**src/rtl/ubr_pkg.sv**
```systemverilog
package ubr_pkg;

  localparam int unsigned UBR_WIDTH = 18;

  typedef enum logic [1:0] {
    MODE_HOLD    = 2'd0,
    MODE_FLOW    = 2'd1,
    MODE_CAPTURE = 2'd2
  } ubr_mode_e;

  function automatic ubr_mode_e ubr_pick_mode(input logic le_s, input logic fall_s);
    if (le_s)        return MODE_FLOW;
    else if (fall_s) return MODE_CAPTURE;
    else             return MODE_HOLD;
  endfunction

endpackage

```
**src/rtl/ubr_edge_sync.sv**
```systemverilog
module ubr_edge_sync (
  input  logic clk,
  input  logic le_in,
  input  logic dclk_in,
  output logic le_s,
  output logic fall_s
);
  logic dclk_cur;
  logic dclk_prev;

  always_ff @(posedge clk) begin
    le_s      <= le_in;
    dclk_cur  <= dclk_in;
    dclk_prev <= dclk_cur;
  end

  assign fall_s = dclk_prev & ~dclk_cur;
endmodule

```
**src/rtl/ubr_word_store.sv**
```systemverilog
module ubr_word_store #(
  parameter int unsigned W = 18
) (
  input  logic               clk,
  input  logic               rst,
  input  ubr_pkg::ubr_mode_e mode,
  input  logic [W-1:0]       d,
  output logic [W-1:0]       q
);
  import ubr_pkg::*;

  always_ff @(posedge clk) begin
    if (rst) begin
      q <= '0;
    end else begin
      unique case (mode)
        MODE_FLOW, MODE_CAPTURE: q <= d;
        default:                 q <= q;
      endcase
    end
  end
endmodule

```
**src/rtl/ubr_dir.sv**
```systemverilog
module ubr_dir #(
  parameter int unsigned W       = 18,
  parameter bit          OE_HIGH = 1'b1
) (
  input  logic         clk,
  input  logic         rst,
  input  logic         le,
  input  logic         dclk,
  input  logic         oe,
  input  logic [W-1:0] d,
  output logic [W-1:0] q,
  output logic         vld
);
  import ubr_pkg::*;

  logic      le_s;
  logic      fall_s;
  logic      oe_act;
  ubr_mode_e mode;

  ubr_edge_sync u_sync (
    .clk     (clk),
    .le_in   (le),
    .dclk_in (dclk),
    .le_s    (le_s),
    .fall_s  (fall_s)
  );

  always_comb mode = ubr_pick_mode(le_s, fall_s);

  ubr_word_store #(.W(W)) u_store (
    .clk  (clk),
    .rst  (rst),
    .mode (mode),
    .d    (d),
    .q    (q)
  );

  generate
    if (OE_HIGH) begin : g_oe_hi
      assign oe_act = oe;
    end else begin : g_oe_lo
      assign oe_act = ~oe;
    end
  endgenerate

  always_ff @(posedge clk) begin
    vld <= oe_act;
  end
endmodule

```
**src/rtl/ubr_xcvr.sv**
```systemverilog
module ubr_xcvr #(
  parameter int unsigned W = ubr_pkg::UBR_WIDTH
) (
  input  logic         clk,
  input  logic         rst,
  input  logic [W-1:0] a_in,
  input  logic [W-1:0] b_in,
  input  logic         ab_le,
  input  logic         ab_clk,
  input  logic         ab_oe,
  input  logic         ba_le,
  input  logic         ba_clk,
  input  logic         ba_oe_n,
  output logic [W-1:0] b_out,
  output logic         b_vld,
  output logic [W-1:0] a_out,
  output logic         a_vld
);
  ubr_dir #(.W(W), .OE_HIGH(1'b1)) u_ab (
    .clk  (clk),
    .rst  (rst),
    .le   (ab_le),
    .dclk (ab_clk),
    .oe   (ab_oe),
    .d    (a_in),
    .q    (b_out),
    .vld  (b_vld)
  );

  ubr_dir #(.W(W), .OE_HIGH(1'b0)) u_ba (
    .clk  (clk),
    .rst  (rst),
    .le   (ba_le),
    .dclk (ba_clk),
    .oe   (ba_oe_n),
    .d    (b_in),
    .q    (a_out),
    .vld  (a_vld)
  );
endmodule

```
**config.mk**
```make
export PLATFORM = sky130hd
export DESIGN_NAME = ubr_xcvr
export DESIGN_NICKNAME = d
export VERILOG_FILES = /design/src/rtl/ubr_pkg.sv /design/src/rtl/ubr_edge_sync.sv /design/src/rtl/ubr_word_store.sv /design/src/rtl/ubr_dir.sv /design/src/rtl/ubr_xcvr.sv
export SDC_FILE = /design/constraint.sdc
export NUM_CORES = 1
export LEC_CHECK = 0
export BUFFER_PORTS_ARGS = -buffer_cell sky130_fd_sc_hd__buf_2
export CAP_MARGIN = 40
export CORE_ASPECT_RATIO = 1.4
export CORE_MARGIN = 10
export CORE_UTILIZATION = 50
export DETAILED_ROUTE_END_ITERATION = 12
export HOLD_SLACK_MARGIN = 0.02
export PLACE_DENSITY_LB_ADDON = 0.25
export SETUP_SLACK_MARGIN = 0.2
export SYNTH_ARGS = -nofsm -noshare
export SYNTH_HDL_FRONTEND = slang
export SYNTH_SLANG_ARGS = --single-unit
```
**constraint.sdc**
```tcl
create_clock -name clk -period 1.91 [get_ports clk]
set_input_delay 0.382 -clock clk [delete_from_list [all_inputs] [get_ports clk]]
set_output_delay 0.382 -clock clk [all_outputs]
set_load 0.03 [all_outputs]
```
==> results of run 1 <==
-- cells by family after synthesis --
group | share of synthesized area
AO/OA/AOI/OAI | 0.009657
buffers and inverters | 0.05793
flip-flops | 0.4855
AND/OR/NAND/NOR | 0.2483
multiplexers | 0.1986
-- power breakdown --
group          leakage [nW]  switching [mW]  internal (mW)
logic                 0.710           0.213          0.147
clock network        0.0645           0.291          0.461
registers             0.366          0.0266          0.979
total                  1.14           0.531           1.59
-- per-layer routing --
| layer | global-route usage | routed length [um] | vias to the layer above | part of all wire |
|---|---|---|---|---|
| met5 | 0 | 0 | - | 0 |
| li1 | - | - | 692 | - |
| met2 | 0.1927 | 1944 | 48 | 0.50 |
| met4 | 0.03398 | 21 | 0 | 0.0054 |
| met1 | 0.1215 | 1537 | 570 | 0.39 |
| met3 | 0.06972 | 421 | 2 | 0.11 |
-- final cells by class --
class / count / area, um2 / area share
clock buffers: 7 / 96.34 / 0.04131
clock inverters: 1 / 30.03 / 0.01288
inverters: 3 / 11.26 / 0.004828
multi-input cells: 110 / 828.3 / 0.3551
flip-flops and latches: 44 / 880.8 / 0.3777
well taps: 40 / 50.05 / 0.02146
repair buffers: 85 / 435.4 / 0.1867
-- sequential cells by signal, indices dropped and copies added (netlist names) --
signal	flops
u_ba.u_store.q	18
u_ba.u_sync.dclk_cur	1
u_ba.vld	1
u_ab.vld	1
u_ba.u_sync.le_s	1
u_ab.u_sync.le_s	1
u_ab.u_sync.dclk_cur	1
u_ab.u_store.q	18
u_ba.u_sync.dclk_prev	1
u_ab.u_sync.dclk_prev	1
-- worst max-delay path, cell delays in order, from the launching register on --
cell and delay [ns]:
dfxtp_1 0.33, inv_1 0.05, a21oi_2 0.22, buf_4 0.33
mux2i_1 0.24
-- synth_stat cells --
| master | count | share of area |
|---|---|---|
| dfxtp_1 | 44 | 0.49 |
| clkbuf_1 | 7 | 0.014 |
| nand2b_1 | 72 | 0.25 |
| buf_6 | 2 | 0.012 |
| a21oi_2 | 2 | 0.0097 |
| buf_12 | 2 | 0.022 |
| inv_1 | 3 | 0.0062 |
| mux2i_1 | 36 | 0.20 |
| buf_2 | 1 | 0.0028 |
-- path summary, 6_finish.rpt --
kind | start | cells after the start | end | slack (ns)
setup / recovery | u_ab.u_sync.dclk_cur | 4 | u_ab.u_store.q[5] | 0.67
hold / removal | ab_oe | 1 | u_ab.vld | 0.19
setup reg to reg | u_ab.u_sync.dclk_cur | 4 | u_ab.u_store.q[5] | 0.67
hold reg to reg | u_ab.u_sync.dclk_cur | 0 | u_ab.u_sync.dclk_prev | 0.35
==> flow_summary.yaml, run 1 <==
floorplanning:
  die_h_um: 91.28
  coreArea_mm2: 0.003441
  ios: 82
  num_rows: 25
  dieArea_mm2: 0.006472
  die_w_um: 70.91
  initial_utilization: 0.5273
power:
  power_mw: 2.118
  leakagePower_nw: 1.140
  p_per_area_mw_per_mm2: 908.2
  peakVddDrop_uv: 684.0
logic_synthesis:
  seq_area_frac_synth: 0.4855
  syn_area_mm2: 0.001814
  avgSynthCellArea_um2: 10.74
  yosysWarnings: 0
  synth_cells: 169
  ys_types: 9
  yosys_register_bits: 44
  syn_nets: 213
global_route:
  grt_pass1_vias: 1290
  grtUsageTotal: 0.1169
  antenna_found_initial: 0
  grt_pass1_wl_um: 6292
  grt_overflow_total: 0
  grt_max_degree: 73
clock_network:
  clock_latency_ns: 0.28
  clock_sinks: 44
  cts_max_level: 2
  cts_tree: "built"
  cts_buffers: 5
  path_clk_slew_ns: 0.08
  ctsHoldBuffers: 0
  cts_setup_buffers: 0
  cts_max_path_buffers: 2
  cts_resized: 0
  cts_root_buffer: "clkbuf_8"
sta:
  fin_ws_ns: 0.6711
  hold_viol: 0
  fin_skew_ns: 0.004214
  max-slew-margin-rel: 0.6884
  report.final.setup_viol: 0
  fmax_ghz: 0.8072
  timing.final.crit_share: 0.6486
  rsz0062_at_grt: "no"
  hold_ws_ns: 0.1927
  setup_tns_ns: 0
  slew_violations: 0
  min_period_ns: 1.239
  worst_pin_slew_ns: 0.4675
final_layout:
  layout_commonest_cell: "buf_2"
  layout.nets: 293
  fillers: 316
  final_area_mm2: 0.002332
  antenna_cells: 0
  layout_common_cells: "81 x buf_2, 72 x nand2b_1, 44 x dfxtp_1"
  fin_util: 0.6778
  syn2layout_area_growth_pct: 28.55
  final_cells: 290
  layout-drive-gt1-share: 0.3800
detailed_routing:
  wl_per_cell_um: 13.53
  drt_iter0_markers: 42
  dr_total_vias: 1312
  remaining_drc_errors: 0
  routed_wl_um: 3924
  via_per_inst: 4.524
  route.antenna.remaining_nets: 0
  dr.pass1.iters: 4
placed_design:
  port_buffers: 81
  dp_slack_ns: 0.6397
  detailed_place_hpwl_um: 3031
  gp_congestion: 0.7568
  placed_area_mm2: 0.002206
  dp.cells: 282
run:
  maxCapViolCount: 0
min_path:
  hold_path_class: "in -> reg"
setup_path:
  cp_max_fo: 16
  arrival_ns: 1.45
  crit_path_end_kind: "register"
  crit_path_start_kind: "register"
  criticalPathCategory: "reg -> reg"
  cp.required_ns: 2.12
run_status:
  status: "finished clean"
No activity file was read; power rests on OpenSTA's default activity.
==> run 2, diff against run 1 <==
--- a/config.mk
+++ b/config.mk
@@ -9,7 +9,7 @@
 export CAP_MARGIN = 40
 export CORE_ASPECT_RATIO = 1.4
 export CORE_MARGIN = 10
-export CORE_UTILIZATION = 50
+export CORE_UTILIZATION = 46
 export DETAILED_ROUTE_END_ITERATION = 12
 export HOLD_SLACK_MARGIN = 0.02
 export PLACE_DENSITY_LB_ADDON = 0.25
==> constraint.sdc (replaced) <==
create_clock -name clk -period 1.3 [get_ports clk]
set_input_delay 0.26 -clock clk [delete_from_list [all_inputs] [get_ports clk]]
set_output_delay 0.26 -clock clk [all_outputs]
set_load 0.03 [all_outputs]
==> run 2 against run 1 <==
Critical endpoint is now a_out[0]. Utilization decreased by 2.5 points. Count of clock-buffer cells in the layout decreased by 1. Largest power group unchanged. First-iteration DRC count increased by 2.4%. Worst hold slack got worse by 0.12 ns. Clock skew increased by 0.00098 ns. Global-route usage decreased by 0.69 points. Die area increased by 6.5%.
==> flow_summary.yaml, run 2 (synthesis gave the netlist of run 1 again) <==
power:
  p_per_area_mw_per_mm2: 1171
  power.switching_mw: 0.7775
  pwr-share-clk: 0.272
  seq_power_share: 0.520
  power_mw: 2.859
  leakagePower_nw: 1.145
  pwr-share-comb: 0.208
  intPower_mw: 2.082
  swShare: 0.2719
  peakVddDrop_uv: 1056
run:
  maxCapViolCount: 0
sta:
  setup_tns_ns: 0
  max-slew-margin-rel: 0.8605
  report.final.setup_viol: 0
  hold_ws_ns: 0.06843
  fin_skew_ns: 0.005198
  hold_viol: 0
  fmax_ghz: 0.9347
  timing.final.crit_share: 0.8230
  min_period_ns: 1.070
  worst_pin_slew_ns: 0.2093
  slew_violations: 0
  rsz0062_at_grt: "yes"
global_route:
  grt_overflow_total: 0
  grtUsageTotal: 0.1100
  grt_max_degree: 73
  antenna_found_initial: 0
  grt_pass1_wl_um: 6078
  grt_pass1_vias: 1327
clock_network:
  path_clk_slew_ns: 0.07
  cts_tree: "built"
  cts_buffers: 5
  cts_root_buffer: "clkbuf_8"
  clock_sinks: 44
  ctsHoldBuffers: 0
  cts_max_path_buffers: 2
  cts_max_level: 2
  clock_latency_ns: 0.29
run_status:
  status: "finished clean"
placed_design:
  detailed_place_hpwl_um: 2964
  placed_area_mm2: 0.002241
  gp_congestion: 0.7132
  dp.cells: 285
  port_buffers: 81
detailed_routing:
  dr.pass1.iters: 4
  wl_per_cell_um: 13.67
  routed_wl_um: 3992
  via_per_inst: 4.610
  route.antenna.remaining_nets: 0
  remaining_drc_errors: 0
  dr_total_vias: 1346
  drt_iter0_markers: 43
final_layout:
  final_cells: 292
  layout_common_cells: "72 x nand2b_1, 46 x buf_2, 43 x dfxtp_1"
  layout.nets: 294
  layout-drive-gt1-share: 0.3800
  final_area_mm2: 0.002441
  syn2layout_area_growth_pct: 34.55
  layout_commonest_cell: "nand2b_1"
  antenna_cells: 0
  reg_top3: "u_ab.u_store.q (18), u_ba.u_store.q (18)"
setup_path:
  cp_max_fo: 2
  crit_path_end_kind: "primary output"
  slowest_delay_ns: 0.34
  cp_top_family: "flip-flops"
  r2r_cells: 4
  cp.required_ns: 1.04
  cp_cell_sequence: "clkbuf_4"
  crit_path_start_kind: "register"
  arrival_ns: 0.81
  criticalPathCategory: "reg -> out"
  path_buf_inv: 1
  cp_slowest_cell: "dfxtp_1"
  crit_cells: 1
min_path:
  timing.hold.worst_path_depth: 1
  hold_path_class: "in -> reg"
floorplanning:
  coreArea_mm2: 0.003741
  dieArea_mm2: 0.006891
  num_rows: 26
  ios: 82
  die_w_um: 73.08
  die_h_um: 94.31
  initial_utilization: 0.4849
==> run 2: changes by cell type in the layout (fill, tap and decap cells not counted) <==
cell and change:
bufinv_16 -1, clkbuf_4 +6, clkbuf_8 -2, a21oi_4 +1, clkbuf_1 +1, buf_4 +21
buf_12 +2, dfxtp_2 +1, buf_6 +7, buf_2 -35, clkinv_2 +1, dfxtp_1 -1
a21oi_2 -1
==> run 2: through the flow <==
| stage | utilization | worst slack, ns |
|---|---|---|
| 2_1_floorplan | - | 0.2993 |
| 3_3_place_gp | 0.5990 | 0.2954 |
| 3_5_place_dp | 0.5990 | 0.2350 |
| 4_1_cts | 0.6237 | 0.2001 |
| 5_1_grt | 0.6525 | 0.1904 |
| 6_report | 0.6525 | 0.2302 |
==> run 2: repair_timing <==
item                       in CTS  in global routing
pin swaps                       0                  0
setup endpoints to repair       6                 50
buffers inserted                0                  0
resized for setup               6                 61
==> run 2: routing by layer <==
layer,vias to the layer above,wire [um],global-route usage
met5,-,0,0
met4,0,65,0.04286
met3,5,383,0.05820
met2,48,1964,0.1803
met1,596,1579,0.1150
li1,697,-,-
==> run 2: cell type report <==
class	instances	area, um2
Clock inverter	1	5.005
Inverter	3	11.26
Sequential cell	44	882.1
Tap cell	42	52.55
Timing Repair Buffer	86	581.8
Fill cell	332	1300
Clock buffer	6	72.57
Multi-Input combinational cell	110	835.8
==> run 2: path summary, 6_finish.rpt <==
check                     endpoint  slack [ns]                 start
max                       a_out[0]        0.23     u_ba.u_store.q[0]
min           u_ba.u_sync.dclk_cur        0.07                ba_clk
max reg2reg     u_ba.u_store.q[14]        0.27  u_ba.u_sync.dclk_cur
min reg2reg  u_ab.u_sync.dclk_prev        0.35  u_ab.u_sync.dclk_cur
==> run 2: power groups by stage <==
stage | clock [mW] | sequential (mW) | combinational [mW]
after floorplan | 0 | 1.67 | 0.213
after global placement | 0 | 1.51 | 0.546
after detailed placement | 0 | 1.51 | 0.552
after CTS | 0.813 | 1.48 | 0.560
after global routing | 0.866 | 1.50 | 0.638
final | 0.777 | 1.49 | 0.595
==> run 3, diff against run 2 <==
--- a/config.mk
+++ b/config.mk
@@ -9,7 +9,7 @@
 export CAP_MARGIN = 40
 export CORE_ASPECT_RATIO = 1.4
 export CORE_MARGIN = 10
-export CORE_UTILIZATION = 46
+export CORE_UTILIZATION = 42
 export DETAILED_ROUTE_END_ITERATION = 12
 export HOLD_SLACK_MARGIN = 0.02
 export PLACE_DENSITY_LB_ADDON = 0.25
==> constraint.sdc (replaced) <==
create_clock -name clk -period 0.89 [get_ports clk]
set_input_delay 0.178 -clock clk [delete_from_list [all_inputs] [get_ports clk]]
set_output_delay 0.178 -clock clk [all_outputs]
set_load 0.03 [all_outputs]
==> run 3 against run 2 <==
The run now ends with negative setup slack left. Via count rose by 7.7%. Cell area rose by 18%. Global-route usage rose by 1.3 points. Critical path depth rose by 3. Critical endpoint is now u_ba.u_store.q[1]. Clock power rose by 60%. Worst hold slack improved by 0.062 ns. Combinational power rose by 80%. Non-clock buffer count rose by 24. Total power rose by 58%. Sequential share of layout area fell by 3.7 points. Clock skew fell by 0.0013 ns. First-iteration DRC count rose by 37%.
==> flow_summary.yaml, run 3 (synthesis gave the netlist of run 1 again) <==
setup_path:
  r2r_cells: 4
  slowest_delay_ns: 0.33
  cp.required_ns: 1.09
  cp_cell_sequence: "inv_2 -> a21oi_4 -> buf_6 -> mux2i_2"
  cp_max_fo: 6
  criticalPathCategory: "reg -> reg"
  crit_path_end_kind: "register"
  path_buf_inv: 2
  arrival_ns: 1.23
  crit_path_start_kind: "register"
  cp_top_family: "flip-flops"
  regToRegSetupSlack_ns: -0.14
  cp_slowest_cell: "dfxtp_2"
  crit_cells: 4
final_layout:
  fillers: 345
  layout.nets: 318
  final_cells: 320
  layout-drive-gt1-share: 0.5636
  syn2layout_area_growth_pct: 58.14
  reg_top3: "u_ab.u_store.q (18), u_ba.u_store.q (18)"
  regArea_um2: 930.9
  antenna_cells: 0
  multi_input_area_um2: 847.1
  layout_commonest_cell: "nand2b_1"
  layout_common_cells: "72 x nand2b_1, 43 x buf_2, 40 x buf_6, 40 x dfxtp_2, 35 x mux2i_1"
floorplanning:
  coreArea_mm2: 0.004204
  initial_utilization: 0.4315
  dieArea_mm2: 0.007386
  die_h_um: 97.77
  ios: 82
  num_rows: 28
  die_w_um: 75.55
sta:
  report.final.setup_viol: 74
  fin_skew_ns: 0.003921
  setup_tns_ns: -3.965
  min_period_ns: 1.033
  timing.final.crit_share: 1.160
  fin_ws_ns: -0.1426
  fmax_ghz: 0.9685
  worst_pin_slew_ns: 0.1707
  hold_viol: 0
  slew_violations: 0
  max-slew-margin-rel: 0.8839
  rsz0062_at_grt: "yes"
power:
  power_mw: 4.528
  peakVddDrop_uv: 1045
  leakagePower_nw: 1.321
  p_per_area_mw_per_mm2: 1578
clock_network:
  cts_tree: "built"
  path_clk_slew_ns: 0.08
  cts_root_buffer: "clkbuf_8"
  cts_max_level: 2
  cts_buffers: 5
  cts_max_path_buffers: 2
  clock_sinks: 44
  clock_latency_ns: 0.28
global_route:
  antenna_found_initial: 0
  grtUsageTotal: 0.1227
  grt_pass1_vias: 1510
  grt_pass1_wl_um: 7079
  grt_max_degree: 41
  grt_overflow_total: 0
min_path:
  timing.hold.worst_path_depth: 3
  hold_path_class: "in -> reg"
detailed_routing:
  routed_wl_um: 4590
  dr_total_vias: 1449
  remaining_drc_errors: 0
  dr.pass1.iters: 3
  drt_iter0_markers: 59
  via_per_inst: 4.528
  route.antenna.remaining_nets: 0
  wl_per_cell_um: 14.34
placed_design:
  gp_congestion: 0.6746
  detailed_place_hpwl_um: 3072
  dp.cells: 289
  port_buffers: 81
run_status:
  status: "complete, but fails checks"
  violations: "negative setup slack"
run:
  maxCapViolCount: 0
-- run 3: changes by cell type in the layout (fill, tap and decap cells not counted), sizes merged --
cell and delta:
buf +24, clkbuf -4, clkinv -1, dlygate4sd3 +6
-- run 3: layer usage --
layer	routed length, um	GRT usage	vias to the layer above
met5	0	0	-
met4	25	0.03874	0
met3	395	0.06484	2
met2	2504	0.2108	45
met1	1665	0.1215	659
li1	-	-	743
-- run 3: final cells by class --
class	instances	share of cell area
flip-flops and latches	44	0.3245
well taps	45	0.01962
multi-input cells	110	0.2952
inverters	3	0.003925
clock buffers	8	0.03140
repair buffers	110	0.3253
-- run 3: final timing paths --
check                            start                    end
setup / recovery  u_ba.u_sync.dclk_cur      u_ba.u_store.q[1]
hold reg to reg   u_ab.u_sync.dclk_cur  u_ab.u_sync.dclk_prev
hold / removal                a_in[17]     u_ab.u_store.q[17]
setup reg to reg  u_ba.u_sync.dclk_cur      u_ba.u_store.q[1]
-- run 3: metrics by stage --
stage               utilization  cell area, um2  worst slack, ns  hold slack [ns]
floorplan                     -            1814         -0.09461           0.2057
global placement         0.5417            2277         -0.08042           0.2805
detailed placement       0.5417            2277          -0.1568           0.2821
CTS                      0.6565            2760          -0.1090           0.1212
global route             0.6824            2869          -0.2026           0.1158
finish                   0.6824            2869          -0.1426           0.1303
-- run 3: power breakdown --
part           internal, mW  switching [mW]  leakage (nW)
sequential             2.13          0.0930         0.377
combinational         0.570           0.498         0.899
clock                 0.633           0.605        0.0455
total                  3.33            1.20          1.32
-- run 3: timing repair --
item,in CTS,in global routing
hold buffers,6,0
resized for setup,122,1
setup buffers,3,14
endpoints found under the hold margin,6,0
setup endpoints to repair,74,74
pin swaps,1,0
-- run 3: tightest hold or removal path, cell delays in order --
cell and delay, ns:
buf_2 0.09, nand2b_1 0.05, mux2i_1 0.05
